===== src/rtl/uart_rx_pkg.sv =====
package uart_rx_pkg;

    localparam int OSR     = 16;
    localparam int WORD_W  = 9;
    localparam int ADDR_W  = 4;

    typedef enum logic [1:0] {
        ST_IDLE,
        ST_START,
        ST_BITS,
        ST_STOP
    } rx_state_e;

    typedef struct packed {
        logic [WORD_W-1:0] word;
        logic              stop_ok;
    } rx_char_t;

    typedef struct packed {
        logic              word9;
        logic              par_en;
        logic              par_odd;
        logic [ADDR_W-1:0] node;
    } rx_cfg_t;

    function automatic logic maj3(input logic a, input logic b, input logic c);
        return (a & b) | (a & c) | (b & c);
    endfunction

    // position of the address flag inside the data word
    function automatic logic [3:0] flag_pos(input logic word9, input logic par_en);
        logic [3:0] top;
        top = word9 ? 4'd8 : 4'd7;
        return par_en ? top - 4'd1 : top;
    endfunction

    function automatic logic parity_good(input logic [WORD_W-1:0] w,
                                         input logic word9, input logic odd);
        logic x;
        x = word9 ? ^w : ^w[7:0];
        return x == odd;
    endfunction

endpackage


===== src/rtl/uart_rx_sampler.sv =====
module uart_rx_sampler
    import uart_rx_pkg::*;
#(
    parameter int OVERSAMPLE = OSR
) (
    input  logic     clk,
    input  logic     rst,
    input  logic     tick,
    input  logic     rxd,
    input  logic     word9,
    output logic     char_valid,
    output rx_char_t char_out
);
    localparam int CW = $clog2(OVERSAMPLE);
    localparam logic [CW-1:0] MID_CNT  = CW'(OVERSAMPLE / 2 - 1);
    localparam logic [CW-1:0] LAST_CNT = CW'(OVERSAMPLE - 1);

    logic              rx_s1, rx_s2;
    rx_state_e         state;
    logic [CW-1:0]     cnt;
    logic [3:0]        bit_idx;
    logic [WORD_W-1:0] shreg;
    logic [1:0]        hist;
    logic              nine_q;
    logic              vote;
    logic [3:0]        last_idx;

    assign vote     = maj3(hist[1], hist[0], rx_s2);
    assign last_idx = nine_q ? 4'd8 : 4'd7;

    always_ff @(posedge clk) begin
        if (rst) begin
            rx_s1 <= 1'b1;
            rx_s2 <= 1'b1;
        end else begin
            rx_s1 <= rxd;
            rx_s2 <= rx_s1;
        end
    end

    always_ff @(posedge clk) begin
        if (rst) begin
            state      <= ST_IDLE;
            cnt        <= '0;
            bit_idx    <= '0;
            shreg      <= '0;
            hist       <= 2'b11;
            nine_q     <= 1'b0;
            char_valid <= 1'b0;
            char_out   <= '0;
        end else begin
            char_valid <= 1'b0;
            if (tick) begin
                hist <= {hist[0], rx_s2};
                unique case (state)
                    ST_IDLE: begin
                        if (!rx_s2) begin
                            state <= ST_START;
                            cnt   <= '0;
                        end
                    end
                    ST_START: begin
                        if (cnt == MID_CNT) begin
                            cnt     <= '0;
                            bit_idx <= '0;
                            nine_q  <= word9;
                            state   <= rx_s2 ? ST_IDLE : ST_BITS;
                        end else begin
                            cnt <= cnt + 1'b1;
                        end
                    end
                    ST_BITS: begin
                        if (cnt == LAST_CNT) begin
                            cnt   <= '0;
                            shreg <= {vote, shreg[WORD_W-1:1]};
                            if (bit_idx == last_idx) state <= ST_STOP;
                            else bit_idx <= bit_idx + 1'b1;
                        end else begin
                            cnt <= cnt + 1'b1;
                        end
                    end
                    ST_STOP: begin
                        if (cnt == LAST_CNT) begin
                            cnt              <= '0;
                            state            <= ST_IDLE;
                            char_valid       <= 1'b1;
                            char_out.word    <= nine_q ? shreg : (shreg >> 1);
                            char_out.stop_ok <= vote;
                        end else begin
                            cnt <= cnt + 1'b1;
                        end
                    end
                    default: state <= ST_IDLE;
                endcase
            end
        end
    end

    // a completed character is a single-cycle event
    a_r1_single_pulse: assert property (@(posedge clk) disable iff (rst)
        char_valid |=> !char_valid);

endmodule


===== src/rtl/uart_rx_filter.sv =====
module uart_rx_filter
    import uart_rx_pkg::*;
(
    input  logic              clk,
    input  logic              rst,
    input  logic              char_valid,
    input  rx_char_t          char_in,
    input  rx_cfg_t           cfg,
    input  logic              cfg_we,
    input  logic              cfg_mute_req,
    input  logic              rd_strobe,
    output logic [WORD_W-1:0] data_q,
    output logic              rxne,
    output logic              mute,
    output logic              ferr,
    output logic              perr,
    output logic              ovr
);
    logic is_addr, match, accept, full_eff;

    assign is_addr  = char_in.word[flag_pos(cfg.word9, cfg.par_en)];
    assign match    = is_addr && (char_in.word[ADDR_W-1:0] == cfg.node);
    assign accept   = char_valid && (match || (!mute && !is_addr));
    assign full_eff = rxne && !rd_strobe;

    always_ff @(posedge clk) begin
        if (rst) begin
            data_q <= '0;
            rxne   <= 1'b0;
            mute   <= 1'b0;
            ferr   <= 1'b0;
            perr   <= 1'b0;
            ovr    <= 1'b0;
        end else begin
            if (rd_strobe) begin
                rxne <= 1'b0;
                ferr <= 1'b0;
                perr <= 1'b0;
                ovr  <= 1'b0;
            end
            if (char_valid) begin
                if (mute && match) mute <= 1'b0;
                else if (!mute && is_addr && !match) mute <= 1'b1;
            end else if (cfg_we && !rxne) begin
                mute <= cfg_mute_req;
            end
            if (accept) begin
                if (full_eff) begin
                    ovr <= 1'b1;
                end else begin
                    data_q <= char_in.word;
                    rxne   <= 1'b1;
                    ferr   <= !char_in.stop_ok;
                    perr   <= cfg.par_en && !parity_good(char_in.word, cfg.word9, cfg.par_odd);
                end
            end
        end
    end

    a_r9_guarded_write: assert property (@(posedge clk) disable iff (rst)
        cfg_we && rxne && !char_valid |=> $stable(mute));

    a_r11_hold_data: assert property (@(posedge clk) disable iff (rst)
        rxne && !rd_strobe |=> $stable(data_q));

    a_r7_muted_silent: assert property (@(posedge clk) disable iff (rst)
        char_valid && mute && !match && !rd_strobe |=> $stable(rxne) && mute);

    a_r6_wake_store: assert property (@(posedge clk) disable iff (rst)
        char_valid && mute && match |=> !mute && rxne);

    a_r8_remute: assert property (@(posedge clk) disable iff (rst)
        char_valid && !mute && is_addr && !match |=> mute);

    a_r10_read_clear: assert property (@(posedge clk) disable iff (rst)
        rd_strobe && !char_valid |=> !rxne && !ovr);

endmodule


===== src/rtl/uart_addr_rx.sv =====
module uart_addr_rx
    import uart_rx_pkg::*;
(
    input  logic       clk,
    input  logic       rst,
    input  logic       baud_tick,
    input  logic       rxd,
    input  logic       cfg_we,
    input  logic       cfg_mute_req,
    input  logic [3:0] cfg_node_addr,
    input  logic       cfg_word9,
    input  logic       cfg_parity_en,
    input  logic       cfg_parity_odd,
    input  logic       rd_strobe,
    output logic [8:0] rx_data,
    output logic       rx_not_empty,
    output logic       mute_active,
    output logic       err_frame,
    output logic       err_parity,
    output logic       err_overrun
);
    rx_cfg_t  cfg_q;
    rx_char_t chr;
    logic     chr_valid;

    always_ff @(posedge clk) begin
        if (rst) begin
            cfg_q <= '0;
        end else if (cfg_we) begin
            cfg_q.word9   <= cfg_word9;
            cfg_q.par_en  <= cfg_parity_en;
            cfg_q.par_odd <= cfg_parity_odd;
            cfg_q.node    <= cfg_node_addr;
        end
    end

    uart_rx_sampler #(.OVERSAMPLE(OSR)) u_sampler (
        .clk        (clk),
        .rst        (rst),
        .tick       (baud_tick),
        .rxd        (rxd),
        .word9      (cfg_q.word9),
        .char_valid (chr_valid),
        .char_out   (chr)
    );

    uart_rx_filter u_filter (
        .clk          (clk),
        .rst          (rst),
        .char_valid   (chr_valid),
        .char_in      (chr),
        .cfg          (cfg_q),
        .cfg_we       (cfg_we),
        .cfg_mute_req (cfg_mute_req),
        .rd_strobe    (rd_strobe),
        .data_q       (rx_data),
        .rxne         (rx_not_empty),
        .mute         (mute_active),
        .ferr         (err_frame),
        .perr         (err_parity),
        .ovr          (err_overrun)
    );

endmodule


===== config.mk =====
export PLATFORM = sky130hd
export DESIGN_NAME = uart_addr_rx
export DESIGN_NICKNAME = d
export VERILOG_FILES = /design/src/rtl/uart_rx_pkg.sv /design/src/rtl/uart_rx_sampler.sv /design/src/rtl/uart_rx_filter.sv /design/src/rtl/uart_addr_rx.sv
export SDC_FILE = /design/constraint.sdc
export NUM_CORES = 1
export LEC_CHECK = 0
export BUFFER_PORTS_ARGS = -buffer_cell sky130_fd_sc_hd__buf_2
export CORE_MARGIN = 4
export CORE_UTILIZATION = 25
export CTS_BUF_LIST = sky130_fd_sc_hd__clkbuf_16
export DETAILED_ROUTE_END_ITERATION = 16
export REMOVE_ABC_BUFFERS = 1
export SETUP_SLACK_MARGIN = 0.2
export SYNTH_ARGS = -nofsm -noshare
export SYNTH_HDL_FRONTEND = slang
export SYNTH_SLANG_ARGS = --single-unit

===== constraint.sdc =====
create_clock -name clk -period 2.4 [get_ports clk]
set_input_delay 0 -clock clk [delete_from_list [all_inputs] [get_ports clk]]
set_output_delay 0 -clock clk [all_outputs]
set_load 0.02 [all_outputs]

==> results of run 1 <==
cell usage after synthesis, types with 4 or more instances:
master    number
clkbuf_1      11
nor2b_1        5
mux2i_1       28
nand3_1       17
o21ai_0        8
nand2_1        9
a211oi_1       9
a21oi_1       18
nor2_1        38
or2_2          4
o211ai_1       9
dfxtp_1       56
xnor2_1       12
ha_1           4
cells by family after synthesis:
kind of cell	synth area share [%]
flops	43.4
xor+xnor	4.75
simple gates	18.2
buf+inv	3.64
compound gates	15.9
mux	11.7
fa+ha+maj	2.33
metal layers:
layer  track usage (%)  share of wire, %  up-vias
met4              2.40              0.40        0
met5                 0                 0        -
met2              15.0                44       31
met1              12.9                51      936
li1                  -                 -     1044
met3              2.17               4.4        2
critical path, stage by stage (launching register included):
cell	delay, ps
dfxtp_1	330
inv_1	70
ha_1	310
nand4b_1	330
a211oi_4	310
buf_4	220
o21ai_0	100
o41ai_1	240
flip-flops by register name (all words and copies together) (netlist names), named ones only:
name / flops
u_sampler.shreg: 9
u_filter.data_q: 9
u_sampler.rx_s2: 1
cfg_q: 7
u_sampler.char_out: 10
u_sampler.cnt: 4
u_sampler.rx_s1: 1
u_sampler.char_valid: 1
u_filter.rxne: 1
u_sampler.nine_q: 1
u_sampler.state: 1
u_filter.ferr: 1
u_filter.mute: 1
u_sampler.bit_idx: 4
u_filter.ovr: 1
u_sampler.hist: 2
u_filter.perr: 1
repair_timing:
item / 4_1_cts / 5_1_grt
endpoints found under the setup margin: 0 / 6
hold endpoints to repair: 9 / 0
resized for setup: 0 / 4
hold buffers: 9 / 0
power breakdown:
part           internal, mW  switching [mW]
logic                0.0474          0.0535
registers             0.942          0.0110
clock network         0.386           0.324
worst paths after layout:
check | cells past startpoint | from | end
max | 7 | cfg_q[5]$_SDFFE_PP0P_ | u_filter.perr$_SDFF_PP0_
min | 3 | cfg_mute_req | u_filter.mute$_SDFFE_PP0P_
max reg2reg | 7 | cfg_q[5]$_SDFFE_PP0P_ | u_filter.perr$_SDFF_PP0_
min reg2reg | 1 | u_sampler.rx_s1$_SDFF_PP1_ | u_sampler.rx_s2$_SDFF_PP1_
through the flow:
step           hold WS, ps  total power [mW]  util (%)  setup WS, ps  area [sq um]
3_5_place_dp           189              1.07      28.7           296          2850
6_report              71.3              1.76      31.2           392          3090
4_1_cts               77.7              1.80      31.1           268          3080
2_1_floorplan         69.1              1.02         -           270          2500
3_3_place_gp           186              1.06      28.7           369          2850
5_1_grt                117              1.85      31.2           187          3090
final cells by class:
| type | count | share of cell area (%) |
|---|---|---|
| Clock buffer | 5 | 4.05 |
| Clock inverter | 3 | 0.567 |
| Sequential cell | 56 | 36.3 |
| Tap cell | 133 | 5.38 |
| Inverter | 3 | 0.364 |
| Multi-Input combinational cell | 200 | 44.6 |
| Timing Repair Buffer | 42 | 8.74 |
==> summary.md, run 1 <==
| Metric | Value |
|---|---|
| Outcome | `complete, no violations` |
| Yosys reg bits | `56` |
| R2r setup slk | `390 ps` |
| Synth Flop Type | `dfxtp_1` |
| Max Fclk | `0.498 GHz` |
| Die height | `110 um` |
| Syn Area/Cell | `around 9.4 sq um` |
| Share of Yosys cell area claimed by the top area cell type | `43.4%` |
| Reg area | `around 0.0011 sq mm` |
| Number of synthesized flops with an enable pin | `0` |
| Pwr dens | `570 mW/mm^2` |
| Grt ovf | `0` |
| Endpoints failing hold | `0` |
| Seq/Total Area, Yosys | `43.4%` |
| Minimum clock period | `between 2000 and 2500 ps` |
| Yosys Warn Count | `0` |
| CP Max Fanout | `12` |
| Clk_lat worst skew | `290 ps` |
| Async SR Flop Fraction | `0%` |
| Setup-failing EPs final | `0` |
| Synth area leader | `dfxtp_1` |
| H-tree levels | `2` |
| Site Rows | `36` |
| Antenna Cells | `0` |
| Clock sinks | `56` |
| Peak VDD IR | `0.000299 V` |
| Postcts setup bufs | `0` |
| Io pins | `28` |
| Max Cap Viol | `0` |
| Slew HR | `58.6%` |
| WL/cell | `11.9 um` |
| Hpwl dp | `3720 um` |
| Placed cell count | `425` |
| Most frequent cells in the layout | `56 x dfxtp_1, 38 x nor2_1, 28 x mux2i_1, 27 x buf_2, 18 x a21oi_1` |
| Worst Max-Slew Pin Slew | `620 ps` |
| Starting density of the core | `26.0%` |
| Core Area | `0.00991 sq mm` |
| Worst EP arrival | `2200 ps` |
| Crit share post-route | `83.7%` |
| Drt first pass iters | `4` |
| Largest net degree at the start of global routing | `31` |
| Via count | `2013` |
| Setup CP Type | `register to register` |
| Pleak | `1.11 nW` |
| Netlist Area Pre-Place | `0.00258 sq mm` |
| IO buf count | `27` |
| DIE WIDTH | `110 um` |
| Vias in the first global route | `around 2000` |
| Post-route ant nets | `0` |
| Max-slew violation count | `0` |
| Vias per inst | `4.55` |
| Fin cells | `between 400 and 500` |
| Distinct cell type count after synthesis | `44` |
| Total clock buffers created by CTS | `5` |
| Die ar. | `0.0120 sq mm` |
| GRT Total Usage | `approximately a tenth` |
| Worst Setup End Kind | `register` |
| GPL Wtd Cong | `0.742` |
| TritonCTS clock tree | `done` |
| Area added between synthesis and finish | `19.8%` |
| Setup Skew | `around 8.2 ps` |
| CTS clk-pin slew, worst paths | `approximately 70 ps` |
| First-pass GRT wire length | `9230 um` |
| Min-Delay Path Class | `input port to register` |
| RSZ-0062 raised after global routing | `true` |
| CTS Root Cell | `clkbuf_16` |
| Drt total wl | `~5200 um` |
| Final-layout fill cell count | `1070` |
| Initial antenna violation count | `0` |
| Max clock buf depth | `2` |
| Syn Inst Count | `276` |
| Final net count | `326` |
| Iteration-0 DRC Markers | `68` |
| Area taken by multi-input logic gates | `0.00138 sq mm` |
| Setup_tns | `0 ps` |
| DRC viols | `0` |
| Top cells by area, synth | `dfxtp_1 43%, mux2i_1 11%, nor2_1 5.5%` |
| CP Launch Type | `register` |
| Critical Path RT | `2590 ps` |
| Layout cells sized above 1 | `between 10% and 20%` |
| Most common cell after layout, fill and taps aside | `dfxtp_1` |
Power figures use the tool's default switching activity.
==> inputs of run 2 (changes only) <==
==> constraint.sdc (replaced) <==
create_clock -name clk -period 1.83 [get_ports clk]
set_input_delay 0 -clock clk [delete_from_list [all_inputs] [get_ports clk]]
set_output_delay 0 -clock clk [all_outputs]
set_load 0.02 [all_outputs]
==> summary.md, run 2 (synthesized netlist as in run 1, its figures left out) <==
| Metric | Value |
|---|---|
| Tot Pwr | `2.34 mW` |
| Post-Place Worst Slack | `-132 ps` |
| Clk_lat worst skew | `between 200 and 300 ps` |
| Clock sinks | `56` |
| Setup CP Type | `register to register` |
| Worst Max-Slew Pin Slew | `455 ps` |
| Min-Delay Path Class | `input port to register` |
| Max reg flops | `10` |
| Most frequent cells in the layout | `51 x dfxtp_1, 38 x nor2_1, 28 x buf_2, 27 x mux2i_1` |
| M1 WL | `roughly 2700 um` |
| Max-slew violation count | `0` |
| Max Fclk | `0.543 GHz` |
| TritonCTS clock tree | `done` |
| CP Launch Type | `register` |
| Final-layout fill cell count | `~1000` |
| Setup Skew | `4.95 ps` |
| Setup-failing EPs final | `2` |
| Hpwl dp | `3910 um` |
| Failing checks | `negative setup slack` |
| PnR worst setup slack | `-11.0 ps` |
| Register bank with the most flops | `u_sampler.char_out` |
| Die height | `110 um` |
| Grt ovf | `0` |
| Max Cap Viol | `0` |
| Drt first pass iters | `4` |
| RSZ-0062 raised after global routing | `true` |
| Setup_tns | `-21.2 ps` |
| GRT Total Usage | `10.1%` |
| Total clock buffers created by CTS | `5` |
| Site Rows | `36` |
| Largest regs | `u_sampler.char_out (10), u_filter.data_q (9), u_sampler.shreg (9)` |
| DIE WIDTH | `110 um` |
| Drt total wl | `5740 um` |
| CTS clk-pin slew, worst paths | `70 ps` |
| Pwr dens | `694 mW/mm^2` |
| Worst EP arrival | `2060 ps` |
| Outcome | `complete, but fails checks` |
| Fin cells | `459` |
| First-pass GRT wire length | `approximately 10000 um` |
| Endpoints failing hold | `0` |
| Post-route ant nets | `0` |
| Starting density of the core | `26.0%` |
| Layout cells sized above 1 | `26.7%` |
| CTS Root Cell | `clkbuf_16` |
| Core Area | `0.00991 sq mm` |
| Peak VDD IR | `0.000511 V` |
| Critical Path RT | `a little over 2000 ps` |
| Minimum clock period | `1840 ps` |
| Initial antenna violation count | `0` |
| Vias per inst | `4.56` |
| Max clock buf depth | `2` |
| DRC viols | `0` |
| Highest metal used | `met4` |
| Largest net degree at the start of global routing | `25` |
| Io pins | `28` |
| IO buf count | `27` |
| Die ar. | `0.0120 sq mm` |
| Routed length on met2 | `2650 um` |
| GPL Wtd Cong | `0.801` |
| Iteration-0 DRC Markers | `96` |
| Placed cell area | `0.00297 sq mm` |
| Finished Cell Area | `around 0.0034 sq mm` |
| Via count | `2093` |
| CP Max Fanout | `6` |
| Fin Hold WS | `76.3 ps` |
| Pleak | `between 1 and 1.5 nW` |
| Final net count | `roughly 340` |
| Antenna Cells | `0` |
| Met3 Wirelength | `296 um` |
| Worst Setup End Kind | `register` |
| Placed cell count | `438` |
| Crit share post-route | `101%` |
| Vias in the first global route | `2068` |
| WL/cell | `12.5 um` |
| Most common cell after layout, fill and taps aside | `dfxtp_1` |
| Fin util | `between 30% and 40%` |
| Area added between synthesis and finish | `30.3%` |
| H-tree levels | `2` |
| Slew HR | `69.6%` |
## run 2: worst paths after layout
path / end / slack [ps] / start / depth (start not counted)
setup / recovery: u_filter.data_q[6]$_SDFFE_PP0P_ / -10 / cfg_q[5]$_SDFFE_PP0P_ / 8
hold / removal: u_sampler.cnt[3]$_SDFFE_PP0P_ / 80 / baud_tick / 3
setup reg to reg: u_filter.data_q[6]$_SDFFE_PP0P_ / -10 / cfg_q[5]$_SDFFE_PP0P_ / 8
hold reg to reg: u_sampler.rx_s2$_SDFF_PP1_ / 410 / u_sampler.rx_s1$_SDFF_PP1_ / 1
## run 2: critical path, cell delays in order (launching register included)
cell	delay, ps
dfxtp_2	340
inv_4	80
ha_4	150
mux2_2	350
a22oi_4	210
and3_4	260
buf_6	120
o211ai_1	100
a21oi_1	150
## run 2: final cells by class
class	count	area, sq um	area share [%]
clock buffer	5	125	3.72
clock inverter	3	17.5	0.521
inverter	3	13.8	0.409
multi-input combinational	200	1460	43.5
sequential	56	1130	33.7
tap	133	166	4.95
timing repair buffer	59	443	13.2
## run 2: metal layers
layer / global-route usage [%] / vias up
met3: 2.64 / 7
li1: - / 1087
met1: 13.2 / 966
met5: 0 / -
met2: 16.5 / 33
met4: 2.58 / 0
## run 2: power breakdown
part           switching, mW  internal, mW  leakage, nW
Sequential            0.0174          1.23        0.457
Clock                  0.427         0.506       0.0716
Combinational         0.0768        0.0748        0.704
## run 2: timing repair
action | in CTS | in global routing
buffers inserted | 0 | 1
setup endpoints to repair | 27 | 36
endpoints found under the hold margin | 9 | 0
gates cloned | 2 | 1
pin swaps | 13 | 16
hold buffers | 9 | 0
gates resized for setup | 20 | 16
==> inputs of run 3 (changes only) <==
--- a/config.mk
+++ b/config.mk
@@ -5,10 +5,10 @@
 export SDC_FILE = /design/constraint.sdc
 export NUM_CORES = 1
 export LEC_CHECK = 0
+export ABC_AREA = 1
 export BUFFER_PORTS_ARGS = -buffer_cell sky130_fd_sc_hd__buf_2
 export CORE_MARGIN = 4
 export CORE_UTILIZATION = 25
-export CTS_BUF_LIST = sky130_fd_sc_hd__clkbuf_16
 export DETAILED_ROUTE_END_ITERATION = 16
 export REMOVE_ABC_BUFFERS = 1
 export SETUP_SLACK_MARGIN = 0.2
==> summary.md, run 3 <==
| Metric | Value |
|---|---|
| Pleak | `1.43 nW` |
| GPL Wtd Cong | `around 0.8` |
| Reg-to-reg endpoint | `u_filter.data_q[2]$_SDFFE_PP0P_` |
| Most common cell in the netlist | `nand2_1` |
| Critical Path RT | `roughly 2100 ps` |
| Setup-failing EPs final | `0` |
| IO buf count | `27` |
| Max-slew violation count | `0` |
| Crit share post-route | `just over 90%` |
| Post-route ant nets | `0` |
| Max reg flops | `10` |
| First-pass GRT wire length | `10100 um` |
| Min-delay src | `cfg_we` |
| Final net count | `444` |
| Largest regs | `u_sampler.char_out (10), u_filter.data_q (9), u_sampler.shreg (9)` |
| Max Cap Viol | `0` |
| Hold Path Stages | `3` |
| Syn Inst Count | `383` |
| Placed cell area | `0.00293 sq mm` |
| Iteration-0 DRC Markers | `142` |
| Setup Skew | `13.0 ps` |
| DIE WIDTH | `approximately 110 um` |
| Hpwl dp | `4130 um` |
| Share of Yosys cell area claimed by the top area cell type | `41.8%` |
| CP Launch Type | `register` |
| Antenna Cells | `0` |
| GRT Total Usage | `about a tenth` |
| Initial antenna violation count | `0` |
| TritonCTS clock tree | `done` |
| Minimum clock period | `about 1700 ps` |
| Starting density of the core | `25.8%` |
| Most frequent cells in the layout | `83 x nand2_1, 55 x nor2_1, 52 x dfxtp_1, 36 x inv_1, 27 x buf_2` |
| Clk_lat worst skew | `310 ps` |
| Register bank with the most flops | `u_sampler.char_out` |
| Layout cells sized above 1 | `22.5%` |
| Post-Place Worst Slack | `-7.58 ps` |
| Worst EP arrival | `a little under 2000 ps` |
| DRC viols | `0` |
| Slew HR | `56.9%` |
| Synth area leader | `dfxtp_1` |
| R2R Path Start | `cfg_q[6]$_SDFFE_PP0P_` |
| Number of synthesized flops with an enable pin | `0` |
| WHS Endpoint | `cfg_q[1]$_SDFFE_PP0P_` |
| Fin Hold WS | `25.5 ps` |
| Vias in the first global route | `roughly 2200` |
| Max Fclk | `0.592 GHz` |
| Max clock buf depth | `2` |
| R2r setup slk | `140 ps` |
| WL/cell | `11.0 um` |
| Die height | `about 110 um` |
| Finished Cell Area | `0.00342 sq mm` |
| Yosys Warn Count | `0` |
| Async SR Flop Fraction | `0%` |
| Seq/Total Area, Yosys | `41.8%` |
| Via count | `2463` |
| Top cells by area, synth | `dfxtp_1 42%, nand2_1 13%, nor2_1 8.0%` |
| RSZ-0062 raised after global routing | `true` |
| CTS clk-pin slew, worst paths | `110 ps` |
| Setup CP Type | `register to register` |
| H-tree levels | `2` |
| Largest net degree at the start of global routing | `42` |
| Commonest cells in the netlist | `91 x nand2_1, 57 x nor2_1, 56 x dfxtp_1` |
| Peak VDD IR | `0.000290 V` |
| Vias per inst | `4.37` |
| Io pins | `28` |
| Worst Setup End Kind | `register` |
| Netlist Area Pre-Place | `between 0.002 and 0.003 sq mm` |
| Grt ovf | `0` |
| PnR worst setup slack | `141 ps` |
| Outcome | `complete, no violations` |
| Die ar. | `about 0.012 sq mm` |
| Core Area | `around 0.010 sq mm` |
| Syn Area/Cell | `around 7.0 sq um` |
| Clock sinks | `56` |
| Synth Flop Type | `dfxtp_1` |
| CTS Root Cell | `clkbuf_8` |
| Total clock buffers created by CTS | `5` |
| Worst Max-Slew Pin Slew | `approximately 650 ps` |
| Min-Delay Path Class | `input port to register` |
| Drt total wl | `6180 um` |
| Site Rows | `37` |
| Endpoints failing hold | `0` |
| Yosys reg bits | `56` |
| Reg2Reg Depth | `8` |
| CP Max Fanout | `6` |
| Most common cell after layout, fill and taps aside | `nand2_1` |
| Pwr dens | `630 mW/mm^2` |
| Area added between synthesis and finish | `27.7%` |
| Drt first pass iters | `4` |
| Distinct cell type count after synthesis | `35` |
run 3: through the flow:
stage | util, % | setup TNS [ps] | power [mW] | std cells
floorplan | - | 0 | 1.36 | 372
CTS | 30.9 | 0 | 2.16 | 557
global route | 33.0 | 0 | 2.26 | 563
detailed placement | 28.2 | -7.58 | 1.41 | 537
global placement | 28.2 | 0 | 1.41 | 537
finish | 33.0 | 0 | 2.16 | 563
run 3: worst max path at each step:
| stage | startpoint | endpoint | slack (ps) | cells past startpoint |
|---|---|---|---|---|
| after floorplan | cfg_q[5]$_SDFFE_PP0P_ | u_filter.data_q[0]$_SDFFE_PP0P_ | 220 | 11 |
| after global placement | cfg_q[5]$_SDFFE_PP0P_ | u_filter.data_q[8]$_SDFFE_PP0P_ | 90 | 10 |
| after detailed placement | cfg_q[5]$_SDFFE_PP0P_ | u_filter.data_q[5]$_SDFFE_PP0P_ | -8 | 10 |
| after CTS | cfg_q[5]$_SDFFE_PP0P_ | u_filter.data_q[5]$_SDFFE_PP0P_ | 120 | 11 |
| after global routing | cfg_q[5]$_SDFFE_PP0P_ | u_filter.data_q[2]$_SDFFE_PP0P_ | 20 | 9 |
| final | cfg_q[6]$_SDFFE_PP0P_ | u_filter.data_q[2]$_SDFFE_PP0P_ | 140 | 8 |
run 3: final cells by class:
cell class                 count  area [sq um]
fill                        1086          6950
multi-input combinational    270          1520
sequential                    56          1130
timing repair buffer          44           310
inverter                      49           194
tap                          136           170
clock buffer                   6          82.6
clock inverter                 2          15.0
run 3: cells by family after synthesis:
logic type / synth area share (%)
DFF: 41.8
and+or+nand+nor: 30.8
buffers and inverters: 9.66
AOI/OAI and AO/OA: 12.9
adders and majority gates: 2.24
xor gates and xnor gates: 2.61
run 3: report_power, final:
group          internal (mW)  total (mW)  switching, mW  leakage [nW]
registers               1.24        1.25         0.0169         0.456
logic                 0.0803       0.190          0.110         0.928
clock network          0.307       0.716          0.408        0.0434
total                   1.62        2.16          0.535          1.43
run 3: worst max-delay path, stage by stage, from the launching register on:
cell and delay [ps]:
dfxtp_2 380, buf_4 160, ha_4 150, nand4_1 230
nand3_4 240, nand4_4 190, nand2_1 120, nand2_1 50
nor2_1 110
run 3: routing by layer:
metal / vias to the layer above / global-route usage [%] / routed length [um]
li1: 1318 / - / -
met1: 1107 / 11.0 / 2780
met2: 29 / 17.2 / 3090
met3: 9 / 2.45 / 178
met4: 0 / 3.08 / 125
met5: - / 0 / 0
run 3: repair_timing:
item	in CTS	in global routing
pin swaps	5	15
endpoints found under the setup margin	15	39
hold endpoints to repair	10	0
gates cloned	1	2
hold buffers	9	0
setup buffers	2	4
resized for setup	10	36
